$ cat src/rtl/i2c_rm_pkg.sv
package i2c_rm_pkg;
  localparam int LO_W    = 8;
  localparam int HI_W    = 3;
  localparam int SHORT_W = 7;
  localparam int FULL_W  = LO_W + HI_W;

  typedef enum logic [1:0] {
    KIND_NONE  = 2'd0,
    KIND_EXACT = 2'd1,
    KIND_RANGE = 2'd2
  } match_kind_e;
endpackage

$ cat src/rtl/i2c_rm_addr_form.sv
module i2c_rm_addr_form #(
  parameter int LO_W    = 8,
  parameter int HI_W    = 3,
  parameter int SHORT_W = 7,
  localparam int FULL_W = LO_W + HI_W
) (
  input  logic              is_10b,
  input  logic              ext_en,
  input  logic [HI_W-1:0]   ext_hi,
  input  logic [LO_W-1:0]   own_lo,
  input  logic [LO_W-1:0]   bound_lo,
  input  logic [FULL_W-1:0] rx_in,
  output logic [FULL_W-1:0] own_eff,
  output logic [FULL_W-1:0] bound_eff,
  output logic [FULL_W-1:0] rx_eff
);
  logic [HI_W-1:0]   hi_eff;
  logic [FULL_W-1:0] own_wide;
  logic [FULL_W-1:0] bound_wide;
  logic [FULL_W-1:0] keep;

  assign hi_eff     = ext_en ? ext_hi : '0;
  assign own_wide   = {hi_eff, own_lo};
  assign bound_wide = {hi_eff, bound_lo};

  // Per-bit keep mask: short addresses keep the low SHORT_W bits only.
  for (genvar b = 0; b < FULL_W; b++) begin : g_keep
    if (b < SHORT_W) begin : g_always
      assign keep[b] = 1'b1;
    end else begin : g_long
      assign keep[b] = is_10b;
    end
  end

  assign own_eff   = own_wide & keep;
  assign bound_eff = bound_wide & keep;
  assign rx_eff    = rx_in & keep;
endmodule

$ cat src/rtl/i2c_rm_window.sv
module i2c_rm_window #(
  parameter int W = 11
) (
  input  logic [W-1:0] addr,
  input  logic [W-1:0] lower,
  input  logic [W-1:0] upper,
  input  logic         win_en,
  output logic         hit_exact,
  output logic         hit_range
);
  logic above_lower;
  logic within_upper;

  assign hit_exact    = (addr == lower);
  assign above_lower  = (addr > lower);
  assign within_upper = (addr <= upper);
  assign hit_range    = win_en & above_lower & within_upper;
endmodule

$ cat src/rtl/i2c_range_match.sv
module i2c_range_match
  import i2c_rm_pkg::*;
#(
  parameter int LO_W    = i2c_rm_pkg::LO_W,
  parameter int HI_W    = i2c_rm_pkg::HI_W,
  parameter int SHORT_W = i2c_rm_pkg::SHORT_W,
  localparam int FULL_W = LO_W + HI_W
) (
  input  logic              clk,
  input  logic              rst_n,
  input  logic              addr_valid,
  input  logic              rx_is_10b,
  input  logic [FULL_W-1:0] rx_addr,
  input  logic [LO_W-1:0]   cfg_own_addr,
  input  logic [LO_W-1:0]   cfg_range_bound,
  input  logic [HI_W-1:0]   cfg_ext_hi,
  input  logic              cfg_ext_en,
  input  logic              cfg_range_en,
  output logic              match_pulse,
  output logic [1:0]        match_kind
);
  logic [FULL_W-1:0] own_eff;
  logic [FULL_W-1:0] bound_eff;
  logic [FULL_W-1:0] rx_eff;
  logic              hit_exact;
  logic              hit_range;
  match_kind_e       kind_d;
  match_kind_e       kind_q;
  logic              pulse_q;

  i2c_rm_addr_form #(
    .LO_W(LO_W), .HI_W(HI_W), .SHORT_W(SHORT_W)
  ) u_form (
    .is_10b   (rx_is_10b),
    .ext_en   (cfg_ext_en),
    .ext_hi   (cfg_ext_hi),
    .own_lo   (cfg_own_addr),
    .bound_lo (cfg_range_bound),
    .rx_in    (rx_addr),
    .own_eff  (own_eff),
    .bound_eff(bound_eff),
    .rx_eff   (rx_eff)
  );

  i2c_rm_window #(.W(FULL_W)) u_win (
    .addr     (rx_eff),
    .lower    (own_eff),
    .upper    (bound_eff),
    .win_en   (cfg_range_en),
    .hit_exact(hit_exact),
    .hit_range(hit_range)
  );

  always_comb begin
    kind_d = KIND_NONE;
    if (addr_valid) begin
      if (hit_exact)      kind_d = KIND_EXACT;
      else if (hit_range) kind_d = KIND_RANGE;
    end
  end

  always_ff @(posedge clk or negedge rst_n) begin
    if (!rst_n) begin
      pulse_q <= 1'b0;
      kind_q  <= KIND_NONE;
    end else begin
      pulse_q <= (kind_d != KIND_NONE);
      kind_q  <= kind_d;
    end
  end

  assign match_pulse = pulse_q;
  assign match_kind  = kind_q;

  // a pulse only follows a strobe
  a_r10_pulse_after_strobe: assert property (@(posedge clk) disable iff (!rst_n)
    match_pulse |-> $past(addr_valid));
  // kind is none without a pulse
  a_r10_kind_needs_pulse: assert property (@(posedge clk) disable iff (!rst_n)
    !match_pulse |-> (match_kind == 2'd0));
  // window kind only when the window was enabled
  a_r6_range_needs_enable: assert property (@(posedge clk) disable iff (!rst_n)
    (match_kind == 2'd2) |-> $past(cfg_range_en));
  // window kind only when the window was non-empty
  a_r7_empty_window: assert property (@(posedge clk) disable iff (!rst_n)
    (match_kind == 2'd2) |-> $past(bound_eff > own_eff));
  // lower edge exclusive, the window path never fires on the own address
  a_r4_lower_exclusive: assert property (@(posedge clk) disable iff (!rst_n)
    hit_exact |-> !hit_range);
  // a strobe at the bound with a valid window yields a pulse
  a_r5_upper_inclusive: assert property (@(posedge clk) disable iff (!rst_n)
    (addr_valid && cfg_range_en && rx_eff == bound_eff && bound_eff > own_eff)
      |=> (match_pulse && match_kind == 2'd2));
endmodule

$ cat config.mk
export PLATFORM = sky130hd
export DESIGN_NAME = i2c_range_match
export DESIGN_NICKNAME = d
export VERILOG_FILES = /design/src/rtl/i2c_rm_pkg.sv /design/src/rtl/i2c_rm_addr_form.sv /design/src/rtl/i2c_rm_window.sv /design/src/rtl/i2c_range_match.sv
export SDC_FILE = /design/constraint.sdc
export NUM_CORES = 1
export LEC_CHECK = 0
export BUFFER_PORTS_ARGS = -buffer_cell sky130_fd_sc_hd__buf_2
export CORE_MARGIN = 2
export CORE_UTILIZATION = 42
export CTS_CLUSTER_SIZE = 16
export DETAILED_ROUTE_END_ITERATION = 8
export HOLD_SLACK_MARGIN = 0.1
export MAX_ROUTING_LAYER = met4
export PLACE_DENSITY = 0.79
export SETUP_SLACK_MARGIN = 0.4
export SYNTH_ARGS = -nofsm -noshare
export SYNTH_HDL_FRONTEND = slang
export SYNTH_SLANG_ARGS = --single-unit
$ cat constraint.sdc
create_clock -name clk -period 0.8 [get_ports clk]
set_clock_uncertainty 0.2 [all_clocks]
set_input_delay 0 -clock clk [delete_from_list [all_inputs] [get_ports clk]]
set_output_delay 0 -clock clk [all_outputs]
set_load 0.03 [all_outputs]
### Word level (Yosys, flattened, before mapping)

Cells that the tools add are included.

* bits of input ports: 36
* bits in registers: 3
* output and inout bits: 3
* word-level logic and storage cells: 15

* muxes and demuxes: 4
* equal/unequal tests: 1
* bitwise logic cells: 5
* reductions and logical operators: 1
* order comparisons: 2

Operators with widths (count)
* AND 11 bit: 3
* equality test 11 bit: 1
* > comparator 11 bit: 1
* less-or-equal comparator 11 bit: 1
* 2-to-1 mux 2 bit: 3
* 2-to-1 mux 3 bit: 1
* AND 1 bit: 2
* nonzero test 2 bit: 1

### Logic depth before layout (Yosys ltp)

* depth after elaboration: 9
* gate-level depth with buffers: 7
* mapped depth without buffers: 7

### Cells and area by module

Synthesis repeated with hierarchy kept, for this count alone.

* cells, all modules: 116
* area total of the unflattened synthesis: 903.4 µm²

By module, submodules not included
* i2c_rm_window: times used 1, area an instance 560.5 µm², sequential area each 0.0 µm², cells each 77
* i2c_rm_addr_form: times used 1, area an instance 244.0 µm², sequential area each 0.0 µm², cells each 33
* i2c_range_match: times used 1, area an instance 98.8 µm², sequential area each 75.1 µm², cells each 6

### Worst setup path before layout

Ideal clock, no wire load.

* kind: input port to flip-flop
* start: input rx_addr[9]
* end: register pulse_q (netlist: match_pulse)
* cell stages on the path: 7
* path slack: -0.680 ns
* arrival time: 1.155 ns
* setup time: 0.124 ns
* path buffers: 0
* data required time: 0.476 ns
* cells stage by stage: and2_1 ha_1 a21o_2 a21o_2 a21oi_1 a211o_1 o21bai_2

* word-level cells in the longest chain between the ends: 8
* elaborated cells between the ends (all ways): 10
* those cells by class: order compare (2); eq/ne (1); mux (3); bitwise (3); reduce/logical (1)

Ends and longest elaborated chain
* from (decl): RTL line i2c_range_match.sv:13 `input logic [FULL_W-1:0] rx_addr,`
* AND 11 bit *: RTL line i2c_rm_addr_form.sv:37 `assign rx_eff = rx_in & keep;`
* > comparator 11 bit: RTL line i2c_rm_window.sv:15 `assign above_lower = (addr > lower);`
* AND 1 bit (2 in a row): RTL line i2c_rm_window.sv:17 `assign hit_range = win_en & above_lower & within_upper;`
* 2-to-1 mux 2 bit: RTL line i2c_range_match.sv:58 `else if (hit_range) kind_d = KIND_RANGE;`
* 2-to-1 mux 2 bit *: RTL line i2c_range_match.sv:57 `if (hit_exact) kind_d = KIND_EXACT;`
* 2-to-1 mux 2 bit *: RTL line i2c_range_match.sv:56 `if (addr_valid) begin`
* nonzero test 2 bit *: RTL line i2c_range_match.sv:67 `pulse_q <= (kind_d != KIND_NONE);`
* to (signal assigned): RTL line i2c_range_match.sv:67
* to (decl): RTL line i2c_range_match.sv:29 `logic pulse_q;`

Mark *: on every way between the ends. The rest lies on a longest branch, timed or not.

### Worst setup path in the final report

* start: input rx_is_10b
* end: register pulse_q (netlist: match_pulse)

* word-level cells in the longest chain between the ends: 8
* elaborated cells between the ends (all ways): 12
* those cells by class: order compare (2); eq/ne (1); mux (3); bitwise (5); reduce/logical (1)

Ends and longest elaborated chain
* from (decl): RTL line i2c_range_match.sv:12 `input logic rx_is_10b,`
* AND 11 bit (on tied branches): RTL line i2c_rm_addr_form.sv:37, i2c_rm_addr_form.sv:35
* > comparator 11 bit: RTL line i2c_rm_window.sv:15
* AND 1 bit (2 in a row): RTL line i2c_rm_window.sv:17
* 2-to-1 mux 2 bit: RTL line i2c_range_match.sv:58
* 2-to-1 mux 2 bit *: RTL line i2c_range_match.sv:57
* 2-to-1 mux 2 bit *: RTL line i2c_range_match.sv:56
* nonzero test 2 bit *: RTL line i2c_range_match.sv:67

Marks and branches as above.

==> flow_summary.json <==
{
  "outcome": "complete, but fails checks",
  "startpoint_type": "input port",
  "initialDrtViolationCount": 4,
  "syn_to_final_growth_pct": 75.7,
  "drc": 0,
  "tns_ns": -1.84,
  "path_max_fanout": 8,
  "path_class": "in -> reg",
  "pin_count": 39,
  "cp.arrival_ns": 1.22,
  "synth.avg_cell_area_um2": 7.97,
  "synth_top_area_frac": 0.382,
  "syn-num-nets": 133,
  "n_fill_cell": 84,
  "antenna_found_initial": 0,
  "drtPass1Iterations": 4,
  "rsz0062_at_grt": "yes",
  "yosys.cell_types.count": 20,
  "initial_core_util": 0.461,
  "io_buffers": 38,
  "worst_pin_slew_ns": 0.248,
  "peakVddDrop_mv": 0.377,
  "post-place-ws_ns": -0.886,
  "hold_path_class": "in -> async",
  "synth_top_cells_by_area": "ha_1 38%, dfrtp_1 12%, inv_1 7.8%",
  "yosysSeqAreaShare": 0.121,
  "die_w_um": 42.5,
  "nets": 179,
  "slew_violations": 0,
  "utilization": 0.809,
  "drtAntennaViolNets": 0,
  "power.density_nw_per_um2": 873,
  "yosysWarnings": 0,
  "cts_buffer_depth": 2,
  "ys_ff_latch": 3,
  "viasPerCell": 4.96,
  "required_ns": 0.71,
  "finalHoldViolCount": 6,
  "vias": 685,
  "min_period_over_period": 1.64,
  "violations": "hold timing, setup timing",
  "period_minus_slack_ns": 1.31,
  "syn-cell-area_um2": 622,
  "cts_buffers": 3,
  "dieArea_um2": 1800,
  "synth_top_cell_by_area": "ha_1",
  "maxCapViolCount": 0,
  "dieHeight_um": 42.5,
  "grt.overflow.total": 0,
  "grt_pass1_vias": 727,
  "core_um2": 1350,
  "clk_pin_slew_ns": 0.04,
  "max_slew_margin": 0.834,
  "dp_hpwl_mm": 1.26,
  "diodes": 0,
  "p_leak_uw": 0.000581,
  "synthCells": 78,
  "grt_pass1_wl_mm": 2.79,
  "setup_violations": 6,
  "grt_max_degree": 9,
  "grtUsageTotal": 0.199,
  "cts_tree": "yes",
  "num_rows": 13,
  "routed_wl_mm": 1.64,
  "wire_per_inst_um": 11.9,
  "cts_sinks": 3,
  "cts-root-buf": "clkbuf_4",
  "drive_above_1_share": 0.577,
  "gp_congestion": 0.806,
  "end_kind": "register",
  "whs_ns": -0.641,
  "worst_slack_ns": -0.508,
  "fmax_ghz": 0.764,
  "htree_levels": 1
}
layer usage:
layer  vias up  GRT usage  share of wire  wire length (µm)
li1        366          -              -                 -
met1       298      0.203           0.40               661
met2        21      0.391           0.55               905
met3         0     0.0216          0.046                75
met4         0     0.0563              0                 0
met5         -          -              0                 0
report_power, final:
part           internal (µW)  switching (µW)  total [µW]
Sequential               159            2.50         161
Combinational            287             248         535
Clock                    186            71.3         258
Total                    632             322         954
critical path: stages:
cell	delay [ns]
buf_12	0.11
and2_4	0.14
ha_4	0.27
nand3_4	0.06
nor3_4	0.20
and4_4	0.24
a211o_1	0.13
o21bai_2	0.06
area by class of cell:
type                    count  area, µm²  share of cell area
multi-input cells          62        652               0.597
flip-flops and latches      3       77.6              0.0710
clock buffers               4       26.3              0.0241
well taps                  15       18.8              0.0172
repair buffers             41        269               0.246
inverters                  13       48.8              0.0447
how the worst max path moves through the flow:
stage / endpoint / depth (start not counted) / start
floorplan: match_pulse / 7 / rx_addr[9]
global placement: match_kind[1] / 8 / rx_is_10b
detailed placement: match_kind[1] / 8 / rx_is_10b
CTS: match_pulse / 8 / rx_is_10b
global route: match_kind[1] / 8 / rx_is_10b
finish: match_pulse / 8 / rx_is_10b
layout by cell type, fill, tap and decap left out, drive strengths merged, types with 2 or more instances in the layout:
cell,count
o21ai,4
buf,41
a21oi,7
and4,2
a211oi,2
o211ai,2
and2,5
dfrtp,3
a21o,2
nor3,2
nand3,6
nand2,7
clkbuf,4
ha,19
inv,13
timing repair:
item | CTS | global route
pin swaps | 8 | 10
resized for setup | 21 | 13
endpoints found under the setup margin | 6 | 6
hold endpoints to repair | 6 | 6
setup buffers | 1 | 0
logic make-up after synthesis:
family / Yosys count / synth area share
simple gates: 24 / 0.221
compound gates: 19 / 0.197
buf+inv: 13 / 0.0785
fa+ha+maj: 19 / 0.382
flops: 3 / 0.121
synth_stat cells:
cell / number
o21ai_0: 4
a21o_2: 2
nor2_1: 1
nor3_1: 1
nand2_1: 7
a211oi_1: 2
nand3_1: 5
ha_1: 19
a211o_1: 1
dfrtp_1: 3
and3_2: 1
o21bai_2: 1
and2_1: 5
inv_1: 13
and4_1: 1
nor3_2: 1
o211ai_1: 2
and4_2: 1
a21oi_1: 7
nand3_2: 1
through the flow:
| step | power, µW | cells | cell area, µm² |
|---|---|---|---|
| global route | 1030 | 138 | 1090 |
| floorplan | 405 | 78 | 673 |
| global placement | 553 | 133 | 897 |
| detailed placement | 561 | 133 | 897 |
| CTS | 897 | 138 | 1020 |
| finish | 954 | 138 | 1090 |
flip-flops by register name (all words and copies together), names as in the netlist:
name and count:
match_kind 2, match_pulse 1
(Power assumes the default switching activity.)
